$ cat src/rtl/vcd_pkg.sv
package vcd_pkg;

   // Next low plane: every counter flips its lowest bit.
   function automatic logic vcd_lo_step(input logic lo);
      return ~lo;
   endfunction

   // Next high plane: carry from the low plane.
   function automatic logic vcd_hi_step(input logic lo, input logic hi);
      return hi ^ lo;
   endfunction

endpackage

$ cat src/rtl/vcd_plane_counter.sv
module vcd_plane_counter
   import vcd_pkg::*;
#(
   parameter int WIDTH = 8
) (
   input  logic             clk,
   input  logic             rst_n,
   input  logic             step_en,
   input  logic [WIDTH-1:0] diff_i,
   output logic [WIDTH-1:0] lo_o,
   output logic [WIDTH-1:0] hi_o,
   output logic [WIDTH-1:0] wrap_o
);

   logic [WIDTH-1:0] lo_q, hi_q, lo_d, hi_d;

   // Bit-plane update: advance every counter, then clear the counters
   // of inputs that agree with their filtered value.
   for (genvar i = 0; i < WIDTH; i++) begin : g_lane
      always_comb begin
         hi_d[i]   = vcd_hi_step(lo_q[i], hi_q[i]) & diff_i[i];
         lo_d[i]   = vcd_lo_step(lo_q[i]) & diff_i[i];
         wrap_o[i] = diff_i[i] & ~hi_d[i] & ~lo_d[i];
      end
   end

   always_ff @(posedge clk) begin
      if (!rst_n) begin
         lo_q <= '0;
         hi_q <= '0;
      end else if (step_en) begin
         lo_q <= lo_d;
         hi_q <= hi_d;
      end
   end

   assign lo_o = lo_q;
   assign hi_o = hi_q;

   AST_CLEAR_ON_MATCH: assert property (@(posedge clk) disable iff (!rst_n)
      step_en |=> ((lo_q | hi_q) & ~$past(diff_i)) == '0);

   AST_PLANES_HOLD: assert property (@(posedge clk) disable iff (!rst_n)
      !step_en |=> ($stable(lo_q) && $stable(hi_q)));

endmodule

$ cat src/rtl/vcd_state_reg.sv
module vcd_state_reg #(
   parameter int               WIDTH     = 8,
   parameter logic [WIDTH-1:0] RESET_VAL = '0
) (
   input  logic             clk,
   input  logic             rst_n,
   input  logic             step_en,
   input  logic [WIDTH-1:0] accept_i,
   output logic [WIDTH-1:0] state_o,
   output logic [WIDTH-1:0] changed_o
);

   logic [WIDTH-1:0] state_q, changed_q;

   always_ff @(posedge clk) begin
      if (!rst_n) begin
         state_q   <= RESET_VAL;
         changed_q <= '0;
      end else if (step_en) begin
         state_q   <= state_q ^ accept_i;
         changed_q <= accept_i;
      end else begin
         changed_q <= '0;
      end
   end

   assign state_o   = state_q;
   assign changed_o = changed_q;

   AST_PULSE_ONE_CYCLE: assert property (@(posedge clk) disable iff (!rst_n)
      !step_en |=> changed_q == '0);

   AST_STATE_HOLD: assert property (@(posedge clk) disable iff (!rst_n)
      !step_en |=> $stable(state_q));

endmodule

$ cat src/rtl/vcd_debounce.sv
module vcd_debounce #(
   parameter int               WIDTH     = 8,
   parameter logic [WIDTH-1:0] RESET_VAL = '0
) (
   input  logic             clk,
   input  logic             rst_n,
   input  logic             sample_en,
   input  logic [WIDTH-1:0] raw_i,
   output logic [WIDTH-1:0] state_o,
   output logic [WIDTH-1:0] changed_o
);

   if (WIDTH < 1) begin : g_bad_width
      $error("vcd_debounce: WIDTH must be at least 1");
   end

   logic [WIDTH-1:0] diff, lo_plane, hi_plane, accept;

   assign diff = raw_i ^ state_o;

   vcd_plane_counter #(.WIDTH(WIDTH)) u_cnt (
      .clk     (clk),
      .rst_n   (rst_n),
      .step_en (sample_en),
      .diff_i  (diff),
      .lo_o    (lo_plane),
      .hi_o    (hi_plane),
      .wrap_o  (accept)
   );

   vcd_state_reg #(.WIDTH(WIDTH), .RESET_VAL(RESET_VAL)) u_state (
      .clk       (clk),
      .rst_n     (rst_n),
      .step_en   (sample_en),
      .accept_i  (accept),
      .state_o   (state_o),
      .changed_o (changed_o)
   );

   AST_FLIP_MATCHES_MASK: assert property (@(posedge clk) disable iff (!rst_n)
      sample_en |=> (state_o ^ $past(state_o)) == changed_o);

   AST_FLIP_ON_FOURTH: assert property (@(posedge clk) disable iff (!rst_n)
      sample_en |=> (changed_o & ~($past(lo_plane) & $past(hi_plane))) == '0);

   AST_FLIP_ONLY_ON_DIFF: assert property (@(posedge clk) disable iff (!rst_n)
      sample_en |=> (changed_o & ~$past(diff)) == '0);

   AST_RESET_STATE: assert property (@(posedge clk)
      !rst_n |=> (state_o == RESET_VAL && changed_o == '0));

endmodule

$ cat config.mk
export PLATFORM = sky130hd
export DESIGN_NAME = vcd_debounce
export DESIGN_NICKNAME = d
export VERILOG_FILES = /design/src/rtl/vcd_pkg.sv /design/src/rtl/vcd_plane_counter.sv /design/src/rtl/vcd_state_reg.sv /design/src/rtl/vcd_debounce.sv
export SDC_FILE = /design/constraint.sdc
export NUM_CORES = 1
export LEC_CHECK = 0
export ABC_AREA = 1
export BUFFER_PORTS_ARGS = -buffer_cell sky130_fd_sc_hd__buf_2
export CORE_MARGIN = 2
export CORE_UTILIZATION = 48
export DETAILED_ROUTE_END_ITERATION = 6
export PLACE_DENSITY_LB_ADDON = 0.08
export SYNTH_ARGS = -nofsm -noshare
export SYNTH_HDL_FRONTEND = slang
export SYNTH_SLANG_ARGS = --single-unit
export TNS_END_PERCENT = 5
$ cat constraint.sdc
create_clock -name clk -period 0.8 [get_ports clk]
set_input_delay 0.16 -clock clk [delete_from_list [all_inputs] [get_ports clk]]
set_output_delay 0.16 -clock clk [all_outputs]
set_load 0.03 [all_outputs]
; ---- Yosys cells after proc, flatten, opt, wreduce, memory -nomap -nowiden
; Cells that the tools add are included.
[word_totals]
register_bits = 32
wordCells = 71
in_bits = 11
output_inout_bits = 16
[op_classes]
bitwise_logic = 66
reduce_logical = 1
[ops]
columns = operator, count
row1 = $and A1 B1 Y1, 32
row2 = $not A1 Y1, 24
row3 = $xor A8 B8 Y8, 2
row4 = $xor A1 B1 Y1, 8
row5 = $reduce_and A2 Y1, 1

; ---- Longest topological paths before layout
[logic_depth]
ltp_word = 6
mapped_depth = 7
depth_no_buf = 7

; ---- Hierarchy
; A second synthesis with hierarchy kept.
[unflattened]
cells_unflattened = 241
hier_area_um2 = 1510.2
[modules_own_cells]
columns = mod, seq_area_each_um2, instances, cells_each, area_each_um2
row1 = vcd_plane_counter, 320.3, 1, 133, 788.3
row2 = vcd_state_reg, 320.3, 1, 68, 571.8
row3 = vcd_debounce, 0.0, 1, 40, 150.1

; ---- Worst setup path after synthesis
; OpenSTA, ideal clock, no wires.
[synth_path]
kind = register -> register
start = reg u_state.state_q[7], in the netlist u_state.state_o[7]
end = reg u_cnt.hi_q[7], in the netlist u_cnt.hi_o[7]
n_path_buf = 0
path_stages_with_launch = 8
arrival_ns = 0.946
setup_slack_ns = -0.256
required_time_ns = 0.690
setup_ns = 0.110
synth_period_minus_slack_ns = 1.056
cell_sequence = dfxtp_1 > inv_1 > nand2_1 > nand2_1 > nand2_1 > nand3_1 > nand2_1 > nor2_1
[synth_via]
elab_chain_cells = 2
[synth_rtl]
columns = item, line
row1 = "start, declared", vcd_state_reg.sv:13  ; logic [WIDTH-1:0] state_q, changed_q;
row2 = "start signal, assigned", vcd_state_reg.sv:20  ; state_q <= state_q ^ accept_i;
row3 = $xor A8 B8 Y8, vcd_debounce.sv:19  ; assign diff = raw_i ^ state_o;
row4 = $and A1 B1 Y1, vcd_plane_counter.sv:21  ; hi_d[i] = vcd_hi_step(lo_q[i], hi_q[i]) & diff_i[i];
row5 = "end signal, assigned", vcd_plane_counter.sv:33  ; hi_q <= hi_d;
row6 = "end, declared", vcd_plane_counter.sv:15  ; logic [WIDTH-1:0] lo_q, hi_q, lo_d, hi_d;
; No other way between the ends.
; A chain may end at the register's enable or synchronous reset.

; ---- Final worst setup path
[layout_path]
start = reg u_state.state_q[2], in the netlist u_state.state_o[2]
end = out state_o[2]
[layout_rtl]
columns = item, line
row1 = "end, declared", vcd_debounce.sv:9  ; output logic [WIDTH-1:0] state_o,
; No word-level cell between the ends.

==> results.cfg <==
[cells_and_area]
drive_gt1_share_pct = 51.7
syn2layout_area_growth_pct = 42.6
diodes = 0
nets = 219
instances_no_fill = 240

[grt]
grtUsageTotal_pct = 18.1
antenna_found_initial = 0
gr-total-overflow = 0
grt_first_pass_wirelength_um = 4640
grt_pass1_vias = 1135
grt_max_degree = 25

[setup_path]
worstSetupEndpointType = output pin
slowest_stage = dfxtp_4
critPathArrivalTime_ns = 0.92
cp_common_cell = buf_6
cp_max_fo = 2
slowest_delay_ns = 0.35
cp_cell_sequence = buf_6, buf_6
critical-path-top-delay-family = flip-flops
worst-path-buf-inv = 2
crit_required_ns = 0.64
r2r_slack_ns = -0.17
path_class = flop to output pin
crit_path_start_kind = flop

[detailed_routing]
avgRoutedWirePerCell_um = 11.2
drt_iter0_drc = 27
routed_via_density = 5.08
drc_errors = 0
wirelength_um = 2680
vias = 1219
dr.pass1.iters = 4
ant_nets = 0

[logic_synthesis]
yosys_register_bits = 32
synth.cell_area_mm2 = 0.00140
synth_area_leaders = dfxtp_1, nor3b_2, nand2_1
ys_types = 20
synth_top_area_cell = dfxtp_1
syn_avg_cell_area_um2 = 8.68
synthCells = 161
ys_seq_area_share_pct = 45.8
syn_nets = 172
synth_top_cell_area_share_pct = 45.8
yosys_warnings = 0

[clock_tree]
htreeDepth = 2
clock-sinks = 32
cts_max_path_buffers = 2
clockRootBuffer = clkbuf_4
cts_inserted_buffers = 5
clk_pin_slew_ns = 0.09
cts_hold_buf = 0
clock_latency_ns = 0.33
cts_tree = built

[die]
die-area_mm2 = 0.00336
die_width_um = 58.0
initial_core_util_pct = 50.7
dieHeight_um = 58.0
row_count = 19
ios = 27
core_area_mm2 = 0.00276

[placement]
io_buffers = 26
dp_hpwl_um = 1810
dp.cells = 229
gp_congestion = 0.708

[sta]
fin_ws_ns = -0.280
final.min_clock_period_ns = 1.08
tightest_slew_ns = 0.224
setup_tns_ns = -3.97
hold_viol = 0
slew-limit-headroom_pct = 85.0
clock_skew_ns = 0.00355
slew_viol_final = 0
setup_viol = 32
finalCritPeriodShare_pct = 135
holdWs_ns = 0.0896
rsz0062_at_grt = yes
fmax_mhz = 926

[pwr]
ir_drop_uv = 1540
p_leak_nw = 0.882
power.total_mw = 3.01
powerDensity_mw_per_mm2 = 1510

[worst_hold_path]
hp-class = input port to flop

[run_status]
failed_checks = negative setup slack
outcome = complete, but fails checks

[flow_run]
maxCapViolCount = 0
[Yosys cell counts]
library cell and number:
nand3_1 12, buf_8 1, dfxtp_1 32, o211ai_1 7, inv_1 21, nor3b_2 7
buf_4 2, o21ai_0 1, nand3_2 2, a21oi_1 12, xnor2_1 7, nor3_1 3
inv_4 1, nor2_1 10, nand4_1 5, a21oi_2 3, a211oi_1 3, buf_6 5
nand2_1 23, o21ai_1 4
[registers in the layout, indices dropped and copies added, names as in the netlist]
register and count:
u_state.state_o 8, u_cnt.hi_o 8, u_state.changed_o 8, u_cnt.lo_o 8
[cells in the final DEF, fill, tap and decap left out, drive strengths merged]
| cell | instances |
|---|---|
| buf | 48 |
| dfxtp | 32 |
| nand2 | 23 |
| inv | 22 |
| a21oi | 15 |
| nand3 | 14 |
| nor2 | 10 |
| clkbuf | 8 |
| xnor2 | 7 |
| nor3b | 7 |
| o211ai | 7 |
| nand4 | 5 |
| o21ai | 5 |
| nor3 | 3 |
| a211oi | 3 |
[per-layer routing]
metal	up-vias	wire, um	track usage [%]
li1	631	-	-
met1	551	1200	20.5
met2	29	1300	29.9
met3	8	119	5.36
met4	0	67	11.3
met5	-	0	0
[cell type report]
cell class | instances | area, um2
clock buffers | 8 | 58.8
fillers | 213 | 764
flip-flops and latches | 32 | 692
inverters | 22 | 85.1
multi-input cells | 99 | 687
well taps | 31 | 38.8
repair buffers | 48 | 432
[worst reg2reg max path, stage by stage (launching register included)]
cell and delay [ns]:
dfxtp_4 0.35, buf_4 0.13, xnor2_2 0.14, nand2_1 0.09
nor3b_2 0.16
[worst paths after layout]
kind                           start                   end  depth (start not counted)
setup / recovery  u_state.state_o[2]            state_o[2]                          2
hold / removal              raw_i[2]    u_state.state_o[2]                          3
hold reg to reg        u_cnt.hi_o[5]  u_state.changed_o[5]                          2
setup reg to reg  u_state.state_o[2]         u_cnt.hi_o[2]                          4
[kinds of logic after synthesis]
kind of cell,count (synthesis),synth area share [%]
XOR/XNOR,7,4.39
AND/OR/NAND/NOR,62,24.2
flip-flops,32,45.8
AO/OA/AOI/OAI,30,13.3
buffers and inverters,30,12.3
[stage by stage]
step | worst slack, ns | util, % | area (um2)
4_1_cts | -0.283 | 70.1 | 1930
3_5_place_dp | -0.143 | 62.7 | 1730
5_1_grt | -0.314 | 72.3 | 1990
6_report | -0.280 | 72.3 | 1990
3_3_place_gp | -0.0740 | 62.7 | 1730
2_1_floorplan | -0.0722 | - | 1480
[power breakdown]
group          leakage, nW  switching, mW  internal (mW)
clock               0.0326          0.514          0.433
combinational        0.576          0.196          0.192
sequential           0.274         0.0518           1.62
[repair_timing]
item / in CTS / in global routing
cloned: 0 / 0
hold endpoints to repair: 0 / 0
gates resized for setup: 46 / 17
endpoints found under the setup margin: 36 / 46
setup buffers: 2 / 1
pin swaps: 9 / 4
No activity file was read; power rests on OpenSTA's default activity.
